`config.mk`:
```
export PLATFORM = sky130hd
export DESIGN_NAME = ptimer_top
export DESIGN_NICKNAME = d
export VERILOG_FILES = /design/src/rtl/ptimer_pkg.sv /design/src/rtl/ptimer_prescale.sv /design/src/rtl/ptimer_counter.sv /design/src/rtl/ptimer_flags.sv /design/src/rtl/ptimer_top.sv
export SDC_FILE = /design/constraint.sdc
export NUM_CORES = 1
export LEC_CHECK = 0
export ABC_AREA = 1
export CORE_MARGIN = 4
export CORE_UTILIZATION = 50
export DETAILED_ROUTE_END_ITERATION = 16
export PLACE_DENSITY = 0.77
export SYNTH_ARGS = -nofsm -noshare
export SYNTH_HDL_FRONTEND = slang
export SYNTH_HIERARCHICAL = 1
export SYNTH_SLANG_ARGS = --single-unit
export TNS_END_PERCENT = 20
```
`constraint.sdc`:
```
create_clock -name clk -period 2.41 [get_ports clk]
set_clock_uncertainty 0.1 [all_clocks]
set_input_delay 0.241 -clock clk [delete_from_list [all_inputs] [get_ports clk]]
set_output_delay 0.241 -clock clk [all_outputs]
set_load 0.02 [all_outputs]
```
`src/rtl/ptimer_pkg.sv`:
```
package ptimer_pkg;

    typedef enum logic [1:0] {
        DIR_UP   = 2'd0,
        DIR_DOWN = 2'd1,
        DIR_RSV2 = 2'd2,
        DIR_RSV3 = 2'd3
    } dir_e;

    localparam int IDX_CFG  = 0;
    localparam int IDX_CMD  = 1;
    localparam int IDX_MASK = 3;
    localparam int IDX_FLAG = 4;
    localparam int IDX_FSET = 5;
    localparam int IDX_FCLR = 6;
    localparam int IDX_CNT  = 9;

    localparam int FLAG_N   = 2;
    localparam int FLAG_OVF = 0;
    localparam int FLAG_UNF = 1;

    localparam int CMD_GO   = 0;
    localparam int CMD_HALT = 1;

    typedef struct packed {
        logic [7:0] exp;
        dir_e       mode;
    } cfg_t;

    typedef struct packed {
        logic cfg;
        logic cmd;
        logic mask;
        logic fset;
        logic fclr;
        logic cnt;
    } wsel_t;

    function automatic wsel_t decode_write(input logic en, input int idx);
        wsel_t s;
        s      = '0;
        s.cfg  = en && (idx == IDX_CFG);
        s.cmd  = en && (idx == IDX_CMD);
        s.mask = en && (idx == IDX_MASK);
        s.fset = en && (idx == IDX_FSET);
        s.fclr = en && (idx == IDX_FCLR);
        s.cnt  = en && (idx == IDX_CNT);
        return s;
    endfunction

endpackage

```
`src/rtl/ptimer_prescale.sv`:
```
module ptimer_prescale #(
    parameter int EXP_MAX = 15,
    localparam int EW = $clog2(EXP_MAX + 1)
) (
    input  logic       clk,
    input  logic       rst,
    input  logic       run,
    input  logic       restart,
    input  logic [7:0] exp_raw,
    output logic       tick
);
    logic [EXP_MAX-1:0] pre;
    logic [EXP_MAX-1:0] span;
    logic [EW-1:0]      exp_eff;

    always_comb begin
        if (exp_raw > 8'(EXP_MAX))
            exp_eff = EW'(EXP_MAX);
        else
            exp_eff = exp_raw[EW-1:0];
    end

    for (genvar i = 0; i < EXP_MAX; i++) begin : g_span
        assign span[i] = (EW'(i) < exp_eff);
    end

    assign tick = run && ((pre & span) == span);

    always_ff @(posedge clk) begin
        if (rst || restart)
            pre <= '0;
        else if (run)
            pre <= pre + 1'b1;
    end
endmodule

```
`src/rtl/ptimer_counter.sv`:
```
module ptimer_counter
    import ptimer_pkg::*;
#(
    parameter int W = 32
) (
    input  logic         clk,
    input  logic         rst,
    input  logic         tick,
    input  dir_e         dir,
    input  logic         load,
    input  logic [W-1:0] load_val,
    output logic [W-1:0] count,
    output logic         ovf_evt,
    output logic         unf_evt
);
    logic step;

    assign step    = tick && !load;
    assign ovf_evt = step && (dir == DIR_UP)   && (count == {W{1'b1}});
    assign unf_evt = step && (dir == DIR_DOWN) && (count == '0);

    always_ff @(posedge clk) begin
        if (rst)
            count <= '0;
        else if (load)
            count <= load_val;
        else if (step) begin
            case (dir)
                DIR_UP:   count <= count + 1'b1;
                DIR_DOWN: count <= count - 1'b1;
                default:  count <= count;
            endcase
        end
    end
endmodule

```
`src/rtl/ptimer_flags.sv`:
```
module ptimer_flags #(
    parameter int N = 2
) (
    input  logic         clk,
    input  logic         rst,
    input  logic [N-1:0] sw_set,
    input  logic [N-1:0] sw_clr,
    input  logic [N-1:0] hw_set,
    output logic [N-1:0] flags
);
    for (genvar i = 0; i < N; i++) begin : g_bit
        always_ff @(posedge clk) begin
            if (rst)
                flags[i] <= 1'b0;
            else if (hw_set[i])
                flags[i] <= 1'b1;
            else if (sw_clr[i])
                flags[i] <= 1'b0;
            else if (sw_set[i])
                flags[i] <= 1'b1;
        end
    end
endmodule

```
`src/rtl/ptimer_top.sv`:
```
module ptimer_top
    import ptimer_pkg::*;
#(
    parameter int DATA_W  = 32,
    parameter int ADDR_W  = 4,
    parameter int EXP_MAX = 15
) (
    input  logic              clk,
    input  logic              rst,
    input  logic              wr_en,
    input  logic              rd_en,
    input  logic [ADDR_W-1:0] addr,
    input  logic [DATA_W-1:0] wdata,
    output logic [DATA_W-1:0] rdata,
    output logic              irq
);
    localparam int EXP_LSB = DATA_W - 8;

    wsel_t              ws;
    cfg_t               cfg;
    logic [FLAG_N-1:0]  mask;
    logic [FLAG_N-1:0]  flags;
    logic [FLAG_N-1:0]  fset_v;
    logic [FLAG_N-1:0]  fclr_v;
    logic [FLAG_N-1:0]  hw_v;
    logic               running;
    logic               go;
    logic               halt;
    logic               tick;
    logic               ovf_evt;
    logic               unf_evt;
    logic [DATA_W-1:0]  count;
    logic [DATA_W-1:0]  rd_mux;

    assign ws   = decode_write(wr_en, int'(addr));
    assign go   = ws.cmd && wdata[CMD_GO];
    assign halt = ws.cmd && wdata[CMD_HALT];

    always_ff @(posedge clk) begin
        if (rst) begin
            cfg     <= '{exp: 8'd0, mode: DIR_UP};
            mask    <= '0;
            running <= 1'b0;
        end else begin
            if (ws.cfg) begin
                cfg.exp  <= wdata[DATA_W-1:EXP_LSB];
                cfg.mode <= dir_e'(wdata[1:0]);
            end
            if (ws.mask)
                mask <= wdata[FLAG_N-1:0];
            if (go)
                running <= 1'b1;
            else if (halt)
                running <= 1'b0;
        end
    end

    ptimer_prescale #(.EXP_MAX(EXP_MAX)) i_pre (
        .clk     (clk),
        .rst     (rst),
        .run     (running),
        .restart (go),
        .exp_raw (cfg.exp),
        .tick    (tick)
    );

    ptimer_counter #(.W(DATA_W)) i_cnt (
        .clk      (clk),
        .rst      (rst),
        .tick     (tick),
        .dir      (cfg.mode),
        .load     (ws.cnt),
        .load_val (wdata),
        .count    (count),
        .ovf_evt  (ovf_evt),
        .unf_evt  (unf_evt)
    );

    always_comb begin
        hw_v           = '0;
        hw_v[FLAG_OVF] = ovf_evt;
        hw_v[FLAG_UNF] = unf_evt;
        fset_v         = ws.fset ? wdata[FLAG_N-1:0] : '0;
        fclr_v         = ws.fclr ? wdata[FLAG_N-1:0] : '0;
    end

    ptimer_flags #(.N(FLAG_N)) i_flg (
        .clk    (clk),
        .rst    (rst),
        .sw_set (fset_v),
        .sw_clr (fclr_v),
        .hw_set (hw_v),
        .flags  (flags)
    );

    assign irq = |(flags & mask);

    always_comb begin
        rd_mux = '0;
        case (int'(addr))
            IDX_CFG: begin
                rd_mux[DATA_W-1:EXP_LSB] = cfg.exp;
                rd_mux[1:0]              = cfg.mode;
            end
            IDX_MASK: rd_mux[FLAG_N-1:0] = mask;
            IDX_FLAG: rd_mux[FLAG_N-1:0] = flags;
            IDX_CNT:  rd_mux             = count;
            default:  rd_mux             = '0;
        endcase
    end

    always_ff @(posedge clk) begin
        if (rst || !rd_en)
            rdata <= '0;
        else
            rdata <= rd_mux;
    end
endmodule

```
==> results.txt <==
Syn Nets -> 1133
Synthesized area -> 0.00654 sq mm
Compound-Gate Fraction of Synth Area -> 11.2%
Simple-gate share of the synthesized area -> 46.0%
Routability cong. -> 0.988
Tot GR Track Use -> 25.0%
DRT Pass-1 Iters -> 7
Area Overhead vs Synth -> 22.6%
Critical Path RT -> 2610 ps
Xor/xnor share of the synthesized area -> 1.34%
DR vias/cell -> 5.30
Layout cells sized above 1 -> 13.8%
Total power draw -> 3450 uW
Worst VDD drop -> 394 uV
CP max stage delay -> 350 ps
Critical-path maximum fanout -> 3
DP HPWL -> 13.9 mm
Cells after DPL -> 1324
Top Ports -> 73
Clock sink count -> 94
Routed WL per cell -> 14.3 um
Adder-Cell Fraction of Synth Area -> 0.383%
Initial antenna violation count -> 0
Port Buf Inserts -> 72
Mux cell area share after synthesis -> 0%
Synth warn -> 6
Clk root buf -> clkbuf_16
Crit path DAT -> 2560 ps
Mapped Cells -> 1091
Num CTS Buffers -> 9
Seq/Total Area, Yosys -> 28.8%
Fillers -> 1237
CORE AREA -> 0.0127 sq mm
Congestion Overflow GR -> 0
Leak -> 0.00352 uW
PwrDens -> 430 mW/mm^2
Max-cap violations -> 0
# diodes -> 0
Largest family of logic cells by synthesized area -> simple AND/OR/NAND/NOR gates
Hold WC Path Type -> in -> reg
CP max-delay cell -> dfxtp_2
Post-DRT Antenna Nets -> 0
Die W -> 122 um
CTS tree -> built
Die Ht -> 122 um
Vias -> 7143
Cts hold-fix bufs -> 0
Largest net degree at the start of global routing -> 57
Setup TNS Final -> 0 ps
Tmin final -> 2360 ps
Rel. slew slack -> 49.9%
CP Cell Sequence -> nor2_4 -> buf_4 -> nand3_4 -> nor2_1 -> nand2_1 -> a21oi_1 -> a21oi_2 -> nor2_2 -> buf_4 -> nand4_1 -> nor4_2 -> nand3_1 -> nor3_2 -> inv_1 -> a21oi_1
Die area -> 0.0150 sq mm
Average size of a mapped cell -> 5.99 sq um
Outcome -> completed
FP Rows -> 41
Critical path type -> reg -> reg
Hold Vio Cnt, Final -> 0
Seq cells post-synth -> 94
Clk_lat worst skew -> 360 ps
Clock slew seen by the registers of the worst setup and hold paths -> 70 ps
Vias in the first global route -> 6242
Nets -> 1213
Clk buf depth -> 2
Fmax -> 423 MHz
Drt drc -> 0
Hold Slack -> 144 ps
Startpoint types -> register
Post-Route WL -> 19.2 mm
DR iter-0 viols -> 708
Post-synth cell types -> 44
Final setup fails -> 0
H-tree Lvls -> 3
Setup crit end kind -> register
First-pass GRT wire length -> 30.2 mm
Non-filler cells, final -> 1348
Starting Density -> 51.4%
RSZ-0062 raised after global routing -> yes
Slew @ Worst Pin -> 748 ps
Final worst path period share -> 98.1%
Slew Limit Fails -> 0
Final core utilization -> 63.0%
[path summary, 6_finish.rpt]
path / end / slack, ps / cells past startpoint / startpoint
max reg2reg: i_flg/flags[1] / 50 / 15 / cfg[7]
min reg2reg: rdata[3] / 370 / 2 / i_cnt/count[3]
min: mask[1] / 140 / 4 / rst
max: i_flg/flags[1] / 50 / 15 / cfg[7]
[cells in the final DEF (no fill, tap or decap), drive strengths merged]
cell type / instances
inv: 152
a41o: 1
xnor2: 2
nor3: 14
and3: 1
nand3b: 3
o221ai: 4
a31oi: 3
clkinv: 3
xor2: 8
nor2: 168
o21ai: 34
a41oi: 6
buf: 29
a221oi: 2
and2: 3
a21oi: 72
nor2b: 1
nand4: 19
nand2: 356
nor4: 10
o21bai: 3
clkdlybuf4s50: 71
bufinv: 2
dfxtp: 94
ha: 2
o41ai: 1
clkbuf: 14
nand3: 97
a22o: 1
[power by group]
| group | leakage, uW | internal (uW) | switching [uW] |
|---|---|---|---|
| Combinational | 0.00260 | 124 | 160 |
| Sequential | 0.000760 | 1560 | 9.28 |
| Clock | 0.000157 | 945 | 648 |
[flip-flops by register name, summed over array words and instances, names as in the netlist]
register	count
rdata	32
i_flg/flags	2
mask	2
i_cnt/count	32
cfg	10
i_pre/pre	15
running	1
[cell families (layout without fill, tap and decap cells)]
group | Yosys count | after routing
DFF | 94 | 94
AOI/OAI and AO/OA | 127 | 127
xor gates and xnor gates | 10 | 10
adders and majority gates | 2 | 2
buffers and inverters | 186 | 271
and+or+nand+nor | 672 | 672
[repair_timing]
| item | CTS | global route |
|---|---|---|
| gates cloned | 0 | 2 |
| buffers inserted | 0 | 6 |
| gates resized for setup | 2 | 34 |
| pin swaps | 0 | 7 |
| setup endpoints to repair | 1 | 31 |
[cells in the mapped netlist, drive strengths merged]
cell | n | area share, %
nand2 | 356 | 22
nor2 | 168 | 12
inv | 151 | 8.7
nand3 | 97 | 7.7
dfxtp | 94 | 29
a21oi | 72 | 5.7
o21ai | 34 | 2.7
buf | 21 | 2.8
nand4 | 19 | 1.8
nor3 | 14 | 1.2
clkbuf | 12 | 0.69
nor4 | 10 | 0.96
xor2 | 8 | 1.1
a41oi | 6 | 0.92
o221ai | 4 | 0.54
a31oi | 3 | 0.29
and2 | 3 | 0.29
nand3b | 3 | 0.54
o21bai | 3 | 0.34
a221oi | 2 | 0.27
clkinv | 2 | 0.11
ha | 2 | 0.38
xnor2 | 2 | 0.27
a22o | 1 | 0.13
a41o | 1 | 0.15
and3 | 1 | 0.096
nor2b | 1 | 0.096
o41ai | 1 | 0.13
[metrics by stage]
stage / area (sq um) / setup WS, ps
6_report: 8010 / 46.3
5_1_grt: 8010 / -294
4_1_cts: 7780 / 1.07
3_5_place_dp: 7450 / -37.9
3_3_place_gp: 7450 / 103
2_1_floorplan: 6540 / 110
[per-layer routing]
metal,share of wire (%),vias to the layer above,global-route usage [%]
met3,6.7,32,4.06
li1,-,3622,-
met4,1.6,0,7.00
met5,0,-,0
met2,46,251,40.0
met1,46,3238,35.0
[layout make-up]
| type | instances | area (sq um) | area share (%) |
|---|---|---|---|
| clock buffers | 12 | 246 | 3.08 |
| clock inverters | 4 | 77.6 | 0.969 |
| inverters | 153 | 579 | 7.23 |
| multi-input cells | 811 | 3970 | 49.6 |
| flip-flops and latches | 94 | 1890 | 23.6 |
| well taps | 172 | 215 | 2.69 |
| repair buffers | 102 | 1030 | 12.9 |
[worst max-delay path: cells and delay by family, from the launching register on]
kind,cells,cell delay [ps]
simple gates,9,1160
compound gates,3,380
buf+inv,3,320
flops,1,350
(Power assumes the default switching activity.)
